==> src/rtl/mc_latch_pkg.sv <==
package mc_latch_pkg;
  typedef struct packed {
    logic latchAddr;   // capture address/direction of a new transaction
    logic captureErr;  // copy latched address/direction into status
  } mclStrobes_t;
endpackage

==> src/rtl/mc_latch_dp.sv <==
module mc_latch_dp
  import mc_latch_pkg::*;
#(
  parameter int ADDR_W = 32,
  parameter logic [ADDR_W-1:0] VEC_LO = 32'h0000_0200,
  parameter logic [ADDR_W-1:0] VEC_HI = 32'hFFF0_0200,
  parameter int WIN_BYTES = 8
) (
  input  logic              clk,
  input  logic              rstN,
  input  mclStrobes_t       strobes,
  input  logic [ADDR_W-1:0] abAddr,
  input  logic              abRead,
  output logic              ackHit,
  output logic [ADDR_W-1:0] stsAddr,
  output logic              stsWasWrite
);
  localparam int WIN_LG = $clog2(WIN_BYTES);
  localparam int N_VEC = 2;
  localparam logic [N_VEC-1:0][ADDR_W-1:0] BASES = {VEC_HI, VEC_LO};

  logic [ADDR_W-1:0] curAddr;
  logic              curRead;
  logic [N_VEC-1:0]  winHit;

  always_ff @(posedge clk or negedge rstN) begin
    if (!rstN) begin
      curAddr <= '0;
      curRead <= 1'b0;
    end else if (strobes.latchAddr) begin
      curAddr <= abAddr;
      curRead <= abRead;
    end
  end

  for (genvar g = 0; g < N_VEC; g++) begin : gWin
    assign winHit[g] = (curAddr[ADDR_W-1:WIN_LG] == BASES[g][ADDR_W-1:WIN_LG]);
  end

  assign ackHit = curRead && (|winHit);

  always_ff @(posedge clk or negedge rstN) begin
    if (!rstN) begin
      stsAddr     <= '0;
      stsWasWrite <= 1'b0;
    end else if (strobes.captureErr) begin
      stsAddr     <= curAddr;
      stsWasWrite <= !curRead;
    end
  end
endmodule

==> src/rtl/mc_latch_ctrl.sv <==
module mc_latch_ctrl
  import mc_latch_pkg::*;
(
  input  logic        clk,
  input  logic        rstN,
  input  logic        abStart,
  input  logic        xferDone,
  input  logic        xferErr,
  input  logic        ackHit,
  input  logic        mcEnable,
  input  logic        stsClr,
  output mclStrobes_t strobes,
  output logic        mcpN,
  output logic        stsValid,
  output logic        stsOverflow
);
  logic pending;
  logic errEv;
  logic ackEv;

  assign errEv = xferDone && xferErr;
  assign ackEv = xferDone && !xferErr && ackHit;

  always_comb begin
    strobes = '0;
    strobes.latchAddr  = abStart;
    strobes.captureErr = errEv && (!stsValid || stsClr);
  end

  always_ff @(posedge clk or negedge rstN) begin
    if (!rstN) begin
      pending     <= 1'b0;
      stsValid    <= 1'b0;
      stsOverflow <= 1'b0;
    end else begin
      if (errEv)      pending <= 1'b1;
      else if (ackEv) pending <= 1'b0;

      if (errEv)       stsValid <= 1'b1;
      else if (stsClr) stsValid <= 1'b0;

      if (errEv && pending) stsOverflow <= 1'b1;
      else if (stsClr)      stsOverflow <= 1'b0;
    end
  end

  assign mcpN = !(pending && mcEnable);
endmodule

==> src/rtl/mc_latch.sv <==
module mc_latch
  import mc_latch_pkg::*;
#(
  parameter int ADDR_W = 32,
  parameter logic [ADDR_W-1:0] VEC_LO = 32'h0000_0200,
  parameter logic [ADDR_W-1:0] VEC_HI = 32'hFFF0_0200,
  parameter int WIN_BYTES = 8
) (
  input  logic              clk,
  input  logic              rstN,
  input  logic              abStart,
  input  logic [ADDR_W-1:0] abAddr,
  input  logic              abRead,
  input  logic              xferDone,
  input  logic              xferErr,
  input  logic              mcEnable,
  input  logic              stsClr,
  output logic              mcpN,
  output logic              stsValid,
  output logic              stsOverflow,
  output logic [ADDR_W-1:0] stsAddr,
  output logic              stsWasWrite
);
  mclStrobes_t strobes;
  logic        ackHit;

  mc_latch_ctrl u_ctrl (
    .clk(clk), .rstN(rstN), .abStart(abStart), .xferDone(xferDone),
    .xferErr(xferErr), .ackHit(ackHit), .mcEnable(mcEnable), .stsClr(stsClr),
    .strobes(strobes), .mcpN(mcpN), .stsValid(stsValid), .stsOverflow(stsOverflow)
  );

  mc_latch_dp #(
    .ADDR_W(ADDR_W), .VEC_LO(VEC_LO), .VEC_HI(VEC_HI), .WIN_BYTES(WIN_BYTES)
  ) u_dp (
    .clk(clk), .rstN(rstN), .strobes(strobes), .abAddr(abAddr), .abRead(abRead),
    .ackHit(ackHit), .stsAddr(stsAddr), .stsWasWrite(stsWasWrite)
  );
endmodule

==> config.mk <==
export PLATFORM = sky130hd
export DESIGN_NAME = mc_latch
export DESIGN_NICKNAME = d
export VERILOG_FILES = /design/src/rtl/mc_latch_pkg.sv /design/src/rtl/mc_latch_dp.sv /design/src/rtl/mc_latch_ctrl.sv /design/src/rtl/mc_latch.sv
export SDC_FILE = /design/constraint.sdc
export NUM_CORES = 1
export LEC_CHECK = 0
export ABC_AREA = 1
export BUFFER_PORTS_ARGS = -buffer_cell sky130_fd_sc_hd__buf_2
export CAP_MARGIN = 40
export CORE_MARGIN = 2
export CORE_UTILIZATION = 49
export CTS_CLUSTER_SIZE = 30
export DETAILED_ROUTE_END_ITERATION = 10
export PLACE_DENSITY = 0.75
export SLEW_MARGIN = 20
export SYNTH_ARGS = -nofsm -noshare
export SYNTH_HDL_FRONTEND = slang
export SYNTH_SLANG_ARGS = --single-unit
==> constraint.sdc <==
create_clock -name clk -period 1.7 [get_ports clk]
set_clock_uncertainty 0.2 [all_clocks]
set_input_delay 0.34 -clock clk [delete_from_list [all_inputs] [get_ports clk]]
set_output_delay 0.34 -clock clk [all_outputs]
set_load 0.05 [all_outputs]
Yosys cells after proc, flatten, opt, wreduce, memory -nomap -nowiden
Index checks and enable logic that the tools add are counted.
{ "totals": {"regBits": 69, "out_inout_bits": 36, "word_cells": 30} }
{ "op_classes": {"eq_ne": 2, "muxes": 5, "reduce_logical": 16} }
{ "op_table": {"columns": ["operator", "n"], "rows": [
  ["29-bit equality test, second input constant", 1],
  ["29-bit by 7-bit equality test with 1-bit output, second input constant", 1],
  ["1-bit logical AND", 7],
  ["2-bit nonzero test", 3],
  ["1-bit 2-to-1 mux", 5],
  ["1-bit logical NOT", 4],
  ["2-bit OR reduction", 1],
  ["1-bit logical OR", 1]
]} }

Logic depth before layout (Yosys ltp)
{ "depth": {"ltp_word": 6, "ltp_mapped": 8} }

Cells and area by module
Synthesis repeated with hierarchy kept, for this count alone.
{ "unflattened": {"hier_cells": 297, "hier_area_um2": 2914.0} }
{ "modules_own_cells": {"columns": ["mod", "instances", "cells_each", "area_per_inst_um2", "seq_area_each_um2"], "rows": [
  ["mc_latch_dp", 1, 281, 2777.7, 1651.6],
  ["mc_latch_ctrl", 1, 16, 136.4, 75.1]
]} }

Least setup slack after synthesis
OpenSTA, ideal clock, no wires.
{ "synth_timing": {"path_kind": "reg-to-reg", "from": "register u_ctrl.stsValid", "to": "register u_dp.stsAddr[0]", "setup_time_ns": 0.130, "arrival_time_ns": 1.171, "required_time_ns": 1.370, "setup_slack_ns": 0.198, "path_stages_with_launch": 5, "path_buffers": 1, "synth_period_minus_slack_ns": 1.502, "cell_sequence": "dfrtp_1 nand2_2 nand3_2 clkbuf_1 o21ai_1"} }
{ "synth_between": {"elab_chain_len": 3} }
{ "synth_lines": {"columns": ["element", "line", "text"], "rows": [
  ["start: declaration", "mc_latch_ctrl.sv:14", "output logic stsValid,"],
  ["start signal: assignment", "mc_latch_ctrl.sv:33", "stsValid <= 1'b0;"],
  ["start signal: assignment", "mc_latch_ctrl.sv:39", "if (errEv) stsValid <= 1'b1;"],
  ["start signal: assignment", "mc_latch_ctrl.sv:40", "else if (stsClr) stsValid <= 1'b0;"],
  ["1-bit logical NOT", "mc_latch_ctrl.sv:27", "strobes.captureErr = errEv && (!stsValid || stsClr);"],
  ["1-bit logical OR", "mc_latch_ctrl.sv:27", null],
  ["1-bit logical AND", "mc_latch_ctrl.sv:27", null],
  ["end signal: assignment", "mc_latch_dp.sv:47", "stsAddr <= curAddr;"],
  ["end: declaration", "mc_latch_dp.sv:15", "output logic [ADDR_W-1:0] stsAddr,"]
]} }
No other way between the ends.
A chain may end at the register's enable or synchronous reset.

Worst setup path after layout
{ "layout_timing": {"from": "register u_ctrl.pending", "to": "output port mcpN"} }
{ "layout_between": {"elab_chain_len": 2} }
{ "layout_lines": {"columns": ["element", "line", "text"], "rows": [
  ["start: declaration", "mc_latch_ctrl.sv:17", "logic pending;"],
  ["start signal: assignment", "mc_latch_ctrl.sv:32", "pending <= 1'b0;"],
  ["start signal: assignment", "mc_latch_ctrl.sv:36", "if (errEv) pending <= 1'b1;"],
  ["start signal: assignment", "mc_latch_ctrl.sv:37", "else if (ackEv) pending <= 1'b0;"],
  ["1-bit logical AND", "mc_latch_ctrl.sv:47", "assign mcpN = !(pending && mcEnable);"],
  ["1-bit logical NOT", "mc_latch_ctrl.sv:47", null],
  ["end: declaration", "mc_latch.sv:18", "output logic mcpN,"]
]} }
No other way between the ends.

==> impl_metrics.json <==
{
  "clock_tree.root_cell": "clkbuf_8",
  "synth_cell_types": 18,
  "grt_pass1_vias": 1999,
  "cts_tree": "yes",
  "clkLatencyLatePin_ns": 0.32,
  "worstPathRequired_ns": 1.16,
  "power_switching_mw": 1.46,
  "final_hold_viol_count": 0,
  "intPower_mw": 2.73,
  "placed_cells": 432,
  "rsz0062_at_grt": "no",
  "syn_area_per_cell_um2": 9.42,
  "layout_min_cycle_time_ns": 1.57,
  "yosysMostFrequentCell": "nand2_1",
  "max_slew_margin": 0.761,
  "slew_violations": 0,
  "vias": 2077,
  "num_antenna_cells": 0,
  "ys_warn_count": 0,
  "arrival_ns": 1.03,
  "start_util": 0.504,
  "r2r_start": "u_dp.curAddr[8]",
  "whs_path_depth": 3,
  "cts_resized": 0,
  "cpMaxStageDelayCell": "dfrtp_1",
  "hold_class": "input port to flip-flop",
  "drc": 0,
  "ys_seq_area_frac": 0.622,
  "ys_ff_latch": 69,
  "num_rows": 27,
  "synthFlopType": "dfrtp_1",
  "grt_pass1_wl_um": 8840,
  "die_area_um2": 6290,
  "powerDensity_nw_per_um2": 1230,
  "cts_sinks": 69,
  "fp.dieW_um": 79.3,
  "timing.rr.end": "u_ctrl.pending",
  "setup_viol": 0,
  "layout-drive-gt1-share": 0.286,
  "gr-total-overflow": 0,
  "min-delay-start": "abAddr[1]",
  "post-dp-hpwl_um": 3550,
  "p_total_mw": 4.19,
  "whs_ns": 0.0240,
  "clk_pin_slew_ns": 0.07,
  "synth_fp_nets": 335,
  "fmax_mhz": 635,
  "synth_top_cell_area_share": 0.622,
  "worst_pin_slew_ns": 0.358,
  "drt_iter0_markers": 121,
  "grt_usage": 0.183,
  "max_stage_delay_ns": 0.40,
  "synthCells": 295,
  "routedWlPerCell_um": 11.5,
  "synth.cell_area_um2": 2780,
  "place_ws_ns": 0.319,
  "start_kind": "flip-flop",
  "instances_no_fill": 449,
  "cp_max_fo": 3,
  "dr.pass1.iters": 4,
  "core_um2": 5510,
  "setup_tns_ns": 0,
  "cts_buffers": 9,
  "drt_wl_total_um": 5150,
  "gp_congestion": 0.766,
  "swShare": 0.349,
  "postLayoutCoreUtil": 0.616,
  "clk_path_buf_depth": 2,
  "status": "completed",
  "nets": 412,
  "cp-end-kind": "primary output",
  "path_cells": "nand2_1, buf_2",
  "placed_area_um2": 3210,
  "final_cell_area_um2": 3390,
  "io-pin-count": 76,
  "cap_violations": 0,
  "synthTopCellsByArea": "dfrtp_1 62%, nand2_1 12%, o21ai_0 6.3%, inv_1 4.3%, o21ai_2 4.1%",
  "layout_setup_ws_ns": 0.126,
  "synth_edf_count": 0,
  "ir_drop_v": 0.000714,
  "setup.worst_path.class": "flip-flop to primary output",
  "rrSetupSlack_ns": 0.41,
  "reg2regPathDepth": 8,
  "async_flop_share": 1.00,
  "p_comb_frac": 0.255,
  "power_frac_seq": 0.468,
  "antenna_found_initial": 0,
  "ant_nets": 0,
  "fin_crit_sh": 0.926,
  "grt_start_max_net_pins": 70,
  "p_clk_frac": 0.276,
  "synth_top_cell_by_area": "dfrtp_1",
  "viasPerCell": 4.63,
  "h-tree-depth": 3,
  "port_buffers": 75,
  "area_growth_pct": 22.2,
  "die_h_um": 79.3,
  "leakagePower_nw": 1.78,
  "synthTopCellsByCount": "91 x nand2_1, 69 x dfrtp_1, 35 x o21ai_0",
  "min_delay_worst_endpoint": "u_dp.curAddr[1]"
}
[cells by family after synthesis]
logic type             count (synthesis)  share of synthesized area
buffers and inverters                 47                     0.0802
muxes                                  1                    0.00405
AOI/OAI and AO/OA                     66                      0.138
and+or+nand+nor                      112                      0.156
DFF                                   69                      0.622
[cell type report]
| class | instances | area [um^2] |
|---|---|---|
| inverter | 33 | 124 |
| sequential | 69 | 1730 |
| tap | 72 | 90.1 |
| clock inverter | 1 | 5.00 |
| timing repair buffer | 80 | 453 |
| multi-input combinational | 179 | 828 |
| clock buffer | 15 | 166 |
| fill | 481 | 2110 |
[metal layers]
metal,GRT usage,vias up,routed length [um]
met3,0.0398,4,221
met4,0.0672,0,46
met5,0,-,0
li1,-,1076,-
met2,0.280,52,2310
met1,0.258,945,2570
[how the worst max path moves through the flow]
stage / start / cells past startpoint / end
after floorplan: u_ctrl.stsValid / 4 / u_dp.stsAddr[0]
after global placement: stsClr / 6 / u_dp.stsAddr[31]
after detailed placement: stsClr / 7 / u_dp.stsAddr[6]
after CTS: u_ctrl.pending / 2 / mcpN
after global routing: u_ctrl.pending / 2 / mcpN
final: u_ctrl.pending / 2 / mcpN
[power by group through the flow]
stage                     registers [mW]  clock network, mW  logic (mW)
after floorplan                     2.47                  0       0.295
after global placement              1.99                  0        1.06
after global routing                1.98               1.27        1.16
final                               1.96               1.16        1.07
after detailed placement            1.99                  0        1.08
after CTS                           1.96               1.19        1.08
[what timing repair did]
action,4_1_cts,5_1_grt
hold buffers,1,0
endpoints found under the hold margin,69,0
setup buffers,0,0
[registers in the layout (all words and copies together) (netlist names)]
signal / count
u_dp.stsAddr: 32
u_ctrl.stsValid: 1
u_ctrl.stsOverflow: 1
u_dp.stsWasWrite: 1
u_ctrl.pending: 1
u_dp.curAddr: 32
u_dp.curRead: 1
[critical path: cells and delay by family (launching register included)]
kind	cells	cell delay (ns)
buf+inv	1	0.25
flops	1	0.40
simple gates	1	0.06
[placed cells by master (no fill, tap or decap)]
master,synthesis,layout
clkbuf_8,0,11
inv_1,32,32
clkinv_2,0,1
inv_2,1,1
mux2_2,1,1
nand3_1,2,2
dlygate4sd3_1,0,1
buf_2,6,75
nor3_1,1,1
clkbuf_1,2,4
buf_4,0,1
o21ai_2,13,13
nand2_2,1,1
o21ai_0,35,35
o21ai_1,17,17
nand2_1,91,91
dfrtp_1,69,69
a32o_1,1,1
buf_12,0,3
nand3_2,1,1
nor2_1,16,16
Power figures use the tool's default switching activity.
